===== src/rtl/cpu16_pkg.sv =====
package cpu16_pkg;

    localparam int unsigned INSTR_W   = 16;
    localparam int unsigned FMT_BIT   = 15;
    localparam int unsigned OPSEL_BIT = 12;
    localparam int unsigned DST_A_BIT = 5;
    localparam int unsigned DST_D_BIT = 4;
    localparam int unsigned DST_M_BIT = 3;
    localparam int unsigned JMP_W     = 3;

    typedef struct packed {
        logic zx;
        logic nx;
        logic zy;
        logic ny;
        logic f;
        logic no;
    } alu_ctl_t;

    typedef struct packed {
        logic             is_ld;
        logic             is_cmp;
        logic             sel_mem;
        alu_ctl_t         alu;
        logic             wr_a;
        logic             wr_d;
        logic             wr_m;
        logic [JMP_W-1:0] jmask;
    } dec_t;

endpackage


===== src/rtl/cpu16_alu.sv =====
module cpu16_alu
    import cpu16_pkg::*;
#(
    parameter int unsigned W = 16
) (
    input  logic [W-1:0] x_i,
    input  logic [W-1:0] y_i,
    input  alu_ctl_t     ctl_i,
    output logic [W-1:0] res_o,
    output logic         zr_o,
    output logic         ng_o
);

    logic [W-1:0] x_z, x_n, y_z, y_n, raw;

    always_comb begin
        x_z   = ctl_i.zx ? '0 : x_i;
        x_n   = ctl_i.nx ? ~x_z : x_z;
        y_z   = ctl_i.zy ? '0 : y_i;
        y_n   = ctl_i.ny ? ~y_z : y_z;
        raw   = ctl_i.f ? (x_n + y_n) : (x_n & y_n);
        res_o = ctl_i.no ? ~raw : raw;
        zr_o  = (res_o == '0);
        ng_o  = res_o[W-1];
    end

    // both operands zeroed and added without inversion must give zero
    always_comb begin
        if (ctl_i.zx && ctl_i.zy && !ctl_i.nx && !ctl_i.ny && ctl_i.f && !ctl_i.no)
            a_r4_zero_sum: assert (res_o == '0) else $error("R4 zero sum broken");
    end

endmodule


===== src/rtl/cpu16_decode.sv =====
module cpu16_decode
    import cpu16_pkg::*;
(
    input  logic [INSTR_W-1:0] instr_i,
    output dec_t               dec_o
);

    always_comb begin
        dec_o         = '0;
        dec_o.is_ld   = ~instr_i[FMT_BIT];
        dec_o.is_cmp  = (instr_i[FMT_BIT:FMT_BIT-2] == 3'b111);
        if (dec_o.is_cmp) begin
            dec_o.sel_mem = instr_i[OPSEL_BIT];
            dec_o.alu     = alu_ctl_t'(instr_i[11:6]);
            dec_o.wr_a    = instr_i[DST_A_BIT];
            dec_o.wr_d    = instr_i[DST_D_BIT];
            dec_o.wr_m    = instr_i[DST_M_BIT];
            dec_o.jmask   = instr_i[JMP_W-1:0];
        end
    end

endmodule


===== src/rtl/cpu16_branch.sv =====
module cpu16_branch
    import cpu16_pkg::*;
(
    input  logic [JMP_W-1:0] jmask_i,
    input  logic             zr_i,
    input  logic             ng_i,
    output logic             take_o
);

    logic [JMP_W-1:0] cond;

    always_comb begin
        cond   = {ng_i, zr_i, ~ng_i & ~zr_i};
        take_o = |(jmask_i & cond);
    end

endmodule


===== src/rtl/cpu16_core.sv =====
module cpu16_core
    import cpu16_pkg::*;
#(
    parameter int unsigned DATA_W = 16,
    parameter int unsigned ADDR_W = 15
) (
    input  logic                clk,
    input  logic                rst,
    input  logic [INSTR_W-1:0]  instr_i,
    input  logic [DATA_W-1:0]   mem_rdata_i,
    output logic [DATA_W-1:0]   mem_wdata_o,
    output logic                mem_we_o,
    output logic [ADDR_W-1:0]   mem_addr_o,
    output logic [ADDR_W-1:0]   fetch_addr_o
);

    typedef struct packed {
        logic [DATA_W-1:0] a;
        logic [DATA_W-1:0] d;
        logic [ADDR_W-1:0] pc;
    } state_t;

    state_t            state_d, state_q;
    dec_t              dec;
    logic [DATA_W-1:0] y_op, alu_res;
    logic              alu_zr, alu_ng, take;

    cpu16_decode u_decode (
        .instr_i (instr_i),
        .dec_o   (dec)
    );

    assign y_op = dec.sel_mem ? mem_rdata_i : state_q.a;

    cpu16_alu #(.W(DATA_W)) u_alu (
        .x_i   (state_q.d),
        .y_i   (y_op),
        .ctl_i (dec.alu),
        .res_o (alu_res),
        .zr_o  (alu_zr),
        .ng_o  (alu_ng)
    );

    cpu16_branch u_branch (
        .jmask_i (dec.jmask),
        .zr_i    (alu_zr),
        .ng_i    (alu_ng),
        .take_o  (take)
    );

    always_comb begin
        state_d = state_q;
        if (dec.is_ld)
            state_d.a = DATA_W'(instr_i[ADDR_W-1:0]);
        if (dec.wr_a)
            state_d.a = alu_res;
        if (dec.wr_d)
            state_d.d = alu_res;
        state_d.pc = take ? state_q.a[ADDR_W-1:0] : state_q.pc + ADDR_W'(1);
        if (rst)
            state_d = '0;
    end

    always_ff @(posedge clk) begin
        state_q <= state_d;
    end

    assign mem_wdata_o  = alu_res;
    assign mem_we_o     = dec.wr_m & ~rst;
    assign mem_addr_o   = state_q.a[ADDR_W-1:0];
    assign fetch_addr_o = state_q.pc;

    // a reset edge leaves the program counter at zero
    a_r1_reset_pc: assert property (@(posedge clk)
        rst |=> state_q.pc == '0);

    // a constant-load word puts its low bits in A
    a_r2_load_a: assert property (@(posedge clk) disable iff (rst)
        !instr_i[FMT_BIT] |=> state_q.a == DATA_W'($past(instr_i[ADDR_W-1:0])));

    // a constant-load word leaves D alone
    a_r2_d_kept: assert property (@(posedge clk) disable iff (rst)
        !instr_i[FMT_BIT] |=> $stable(state_q.d));

    // a constant-load word never jumps
    a_r8_seq_pc: assert property (@(posedge clk) disable iff (rst)
        !instr_i[FMT_BIT] |=> state_q.pc == $past(state_q.pc) + ADDR_W'(1));

    // an always-jump word goes to the old A
    a_r7_always_jump: assert property (@(posedge clk) disable iff (rst)
        (instr_i[15:13] == 3'b111 && instr_i[2:0] == 3'b111)
            |=> state_q.pc == $past(state_q.a[ADDR_W-1:0]));

    // the store strobe needs a compute word with its memory bit set
    a_r5_store_gate: assert property (@(posedge clk) disable iff (rst)
        mem_we_o |-> (instr_i[15:13] == 3'b111) && instr_i[DST_M_BIT]);

endmodule


===== config.mk =====
export PLATFORM = sky130hd
export DESIGN_NAME = cpu16_core
export DESIGN_NICKNAME = d
export VERILOG_FILES = /design/src/rtl/cpu16_pkg.sv /design/src/rtl/cpu16_alu.sv /design/src/rtl/cpu16_decode.sv /design/src/rtl/cpu16_branch.sv /design/src/rtl/cpu16_core.sv
export SDC_FILE = /design/constraint.sdc
export NUM_CORES = 1
export LEC_CHECK = 0
export CORE_UTILIZATION = 30
export CTS_BUF_LIST = sky130_fd_sc_hd__clkbuf_4 sky130_fd_sc_hd__clkbuf_8 sky130_fd_sc_hd__clkbuf_16
export DETAILED_ROUTE_END_ITERATION = 12
export GPL_TIMING_DRIVEN = 1
export RECOVER_POWER = 50
export SLEW_MARGIN = 10
export SYNTH_ARGS = -nofsm -noshare
export SYNTH_HDL_FRONTEND = slang
export SYNTH_HIERARCHICAL = 1
export SYNTH_SLANG_ARGS = --single-unit

===== constraint.sdc =====
create_clock -name clk -period 9.2 [get_ports clk]
set_clock_uncertainty 0.15 [all_clocks]
set_input_delay 1.84 -clock clk [delete_from_list [all_inputs] [get_ports clk]]
set_output_delay 1.84 -clock clk [all_outputs]
set_load 0.02 [all_outputs]

# ---- After elaboration in Yosys (flattened, before gate mapping)
# Cells that the tools add are included.
dict set report totals {
  register_bits 47
  latchBits 0
  ram_bits 0
  mem_bits_ro 0
  in_bits 34
  output_inout_bits 47
  wordCells 30
  n_memories 0
}
dict set report op_classes {
  add_sub_neg 2
  n_mul 0
  div 0
  n_lt_le_gt_ge 0
  n_eq_ne 2
  shifts 0
  muxes 11
  bitwise 10
  n_reduce_logical 2
}
# operator count
set op_table {}
lappend op_table {{$mux 16} 9}
lappend op_table {{$not 16->16} 3}
lappend op_table {{$add 16x16->16} 1}
lappend op_table {{$and 16x16->16} 1}
lappend op_table {{$logic_not 16->1} 1}
lappend op_table {{$add 15x1->15 const B} 1}
lappend op_table {{$mux 15} 1}
lappend op_table {{$mux 13} 1}
lappend op_table {{$and 3x3->3} 1}
lappend op_table {{$eq 3x3->1 const B} 1}
lappend op_table {{$not 1->1} 3}
lappend op_table {{$reduce_or 3->1} 1}
lappend op_table {{$and 1x1->1} 2}
lappend op_table {{$ne 2x1->1 const B} 1}

# ---- Logic depth before layout (Yosys ltp)
dict set report depth {
  depth_word 16
  ltp_mapped 22
  depth_no_buf 18
}

# ---- By module
# The synthesis kept the hierarchy.
# module n_inst cells_per_inst area_per_inst_um2 seq_area_each_um2
set by_module_without_submodules {}
lappend by_module_without_submodules {cpu16_core 1 281 2488.6 940.9}
lappend by_module_without_submodules {cpu16_alu 1 271 1930.6 0.0}
lappend by_module_without_submodules {cpu16_decode 1 18 141.4 0.0}
lappend by_module_without_submodules {cpu16_branch 1 2 17.5 0.0}

# ---- Worst setup path after synthesis
# Ideal clock, no wire load.
dict set report synth_timing {
  path_type {in2out}
  startpoint {input port instr_i[13]}
  endpoint {output port mem_wdata_o[14]}
  t_arrival_ns 5.367
  t_required_ns 7.210
  setup_slack_ns 1.843
  stages 13
  path_buffers 3
  cell_sequence {buf_2 -> and4_1 -> clkbuf_1 -> clkbuf_1 -> xnor2_1 -> ha_1 -> fa_1 -> a21o_2 -> a2111oi_2 -> a211oi_1 -> or4_1 -> nand3_1 -> xnor2_1}
}
# element line_no
set synth_lines {}
lappend synth_lines {{start, declared} cpu16_core.sv:9} ;# input logic [INSTR_W-1:0] instr_i,
lappend synth_lines {{end, declared} cpu16_core.sv:11} ;# output logic [DATA_W-1:0] mem_wdata_o,

==> summary.txt <==
CTS
  • Post-cts gate resize count: 0
  • Root Buffer: clkbuf_16
  • CTS tree: done
  • Clock Path Buffers: 2
  • Hold Buf Count CTS: 0
  • CTS sink count: 47
  • Skew-Pair Late Insertion Delay: about 0.29 ns
  • Worst-path clk slew: 0.07 ns
  • Cts bufs inserted: 5
  • H-Tree Depth: 2
  • Postcts setup bufs: 0

Hold path
  • Endpoint, Worst Hold: state_q[30]
  • Worst hold path type: reg2reg
  • Hold path startpoint: state_q[30]
  • Hold path depth: 2

Placement
  • Pre-CTS WS: between 0.6 and 0.7 ns
  • Routability cong.: 0.858
  • Hpwl dp: between 10000 and 15000 µm
  • # port buffers: 80

Layout
  • Fin nets: 650
  • Layout cells sized above 1: 8.51%
  • Fillers: roughly 1500
  • Area Growth Syn to Fin: 18.3%
  • Diodes inserted: 0

Setup path
  • Critical path class: in2out
  • CP Launch Type: primary input
  • Worst R2R Start: mem_addr_o[0]
  • Reg2reg end: fetch_addr_o[6]
  • Crit path required time: between 7 and 8 ns
  • Crit path arrival time: roughly 6.7 ns
  • Worst R2R Setup Slack: ~4 ns
  • Critical path endpoint category: output port
  • Crit path max fanout: 14
  • Reg2reg path depth: 17

Timing
  • Setup_tns: 0 ns
  • Min Tclk post-route: 8.71 ns
  • RSZ-0062 raised after global routing: false
  • Slew @ Worst Pin: approximately 1.1 ns
  • Slew Viols, Final: 0
  • Period Utilization, post-route: 94.7%
  • Final Worst Setup Slack: 0.487 ns
  • Fmax: between 100 and 150 MHz
  • Setup violators final: 0
  • Slew HR: 28.4%
  • Fin. Hold Viols: 0

Drt
  • DR DRC count: 5
  • Antenna Nets Post-Route: 0
  • Iter 0 DRT Violations: around 310
  • Routed wire per std cell: 17.2 µm
  • Via count: 4207
  • Final wirelength: about 13000 µm
  • Via density: between 5 and 6
  • TritonRoute pass-1 iters: 9

Global routing
  • Most used routing layer: met2
  • First-pass GRT wire length: approximately 22000 µm
  • Met2 usage: about 27%
  • Routing usage on met3: ~2.6%
  • Grt total ovfl: 0
  • Vias in the first global route: between 4000 and 5000
  • Initial antenna violation count: 0
  • Pin count of the biggest net entering global routing: 49
  • GRT Util Overall: between 15 and 20%
  • Routing usage on met1: approximately a quarter

Power and ir drop
  • Gate power share: 30.0%
  • Clk pwr share: 31.6%
  • Cell internal pwr: 394 µW
  • Flop pwr share: about two fifths
  • Leakage power: ~2.1 nW
  • Pwr dens: approximately 110 mW/mm²
  • Switch share: approximately a third
  • Psw: between 150 and 200 µW
  • Worst vdd ir: roughly 70 µV

Job
  • Max-cap violations: 0

Synth
  • Synthesized area per cell: roughly 8 µm²
  • Warnings from Yosys: 6
  • Synthesized instance count: 571
  • Syn Nets: ~620
  • Mapped cell area: around 0.0046 mm²

Floorplan
  • Site row count: 44
  • Initial Utilization: 31.1%
  • DIE HEIGHT: about 130 µm
  • Die area: ~0.016 mm²
  • Top Ports: just over 80
  • Chip width: 125 µm
  • Core area: between 0.01 and 0.015 mm²

Run status
  • Outcome: finished with violations
  • Failing checks: DRC
==> flip-flops by register name, indices dropped and copies added (netlist names) <==
register      count
fetch_addr_o     15
mem_addr_o       15
state_q          17
==> worst max-delay path, cell delays in order <==
cell and delay (ns):
dlygate4sd3_1 0.75, and4_1 0.48, buf_4 0.27, mux2_2 0.35, nand2b_1 0.09, xnor2_1 0.13, ha_1 0.36, a21oi_1 0.14
nor2_1 0.33, a211oi_1 0.16, o311ai_0 0.39, o221ai_1 0.20, xnor2_1 0.51, clkdlybuf4s50_1 0.72
==> metrics by stage <==
step / cells / util (%) / hold slack [ns] / instance area (µm²) / total power [mW]
2_1_floorplan: 571 / - / 0.312 / 4570 / 0.350
3_3_place_gp: 775 / 35.8 / 0.324 / 5260 / 0.403
3_5_place_dp: 775 / 35.8 / 0.338 / 5260 / 0.405
4_1_cts: 783 / 36.8 / 0.354 / 5410 / 0.589
5_1_grt: 783 / 36.8 / 0.386 / 5410 / 0.611
6_report: 783 / 36.8 / 0.350 / 5410 / 0.583
==> cells in the final DEF, fill, tap and decap left out, types with 4 or more instances in the layout <==
cell type and count:
o21ai_0 10, nand2b_1 35, nor4_1 4, nand2_1 21
mux2_2 13, clkdlybuf4s50_1 47, and3_1 6, a21oi_1 28
nor2_1 76, a211oi_1 6, and4_1 14, o21a_1 4
dlygate4sd3_1 32, nor3_1 9, mux2i_1 39, a211oi_2 4
ha_1 17, inv_1 14, xnor2_1 57, clkbuf_16 5
a21o_1 7, nand3_1 13, buf_4 6, nand4_1 6
dfxtp_1 47, or3_1 8, or4_1 5
==> per-layer routing <==
metal  share of wire [%]  wire length (µm)  up-vias
li1                    -                 -     2037
met1                  48              6430     2009
met2                  46              6150      149
met3                 5.4               728       12
met4                 1.1               144        0
met5                   0                 0        -
==> area by class of cell <==
cell class | instances | area, µm² | share of cell area, %
inverter | 17 | 63.8 | 1.18
sequential | 47 | 941 | 17.4
tap | 184 | 230 | 4.26
timing repair buffer | 86 | 841 | 15.5
clock inverter | 2 | 12.5 | 0.231
multi-input combinational | 441 | 3190 | 58.9
clock buffer | 6 | 133 | 2.45
==> worst max path at each step <==
stage / start / to / slack [ns] / cells past startpoint
3_3_place_gp: instr_i[14] / mem_wdata_o[14] / 0.72 / 14
3_5_place_dp: instr_i[14] / mem_wdata_o[14] / 0.64 / 14
2_1_floorplan: instr_i[13] / mem_wdata_o[14] / 1.85 / 13
6_report: instr_i[14] / mem_wdata_o[15] / 0.49 / 14
5_1_grt: instr_i[14] / mem_wdata_o[15] / 0.14 / 14
4_1_cts: instr_i[14] / mem_wdata_o[14] / 0.62 / 14
==> power groups by stage <==
stage,Sequential [mW],Clock (mW),Combinational (mW)
2_1_floorplan,0.225,0,0.125
3_3_place_gp,0.229,0,0.174
3_5_place_dp,0.229,0,0.176
4_1_cts,0.224,0.187,0.177
5_1_grt,0.226,0.196,0.189
6_report,0.224,0.184,0.175
Note: power is estimated with default switching activity, not from simulation.
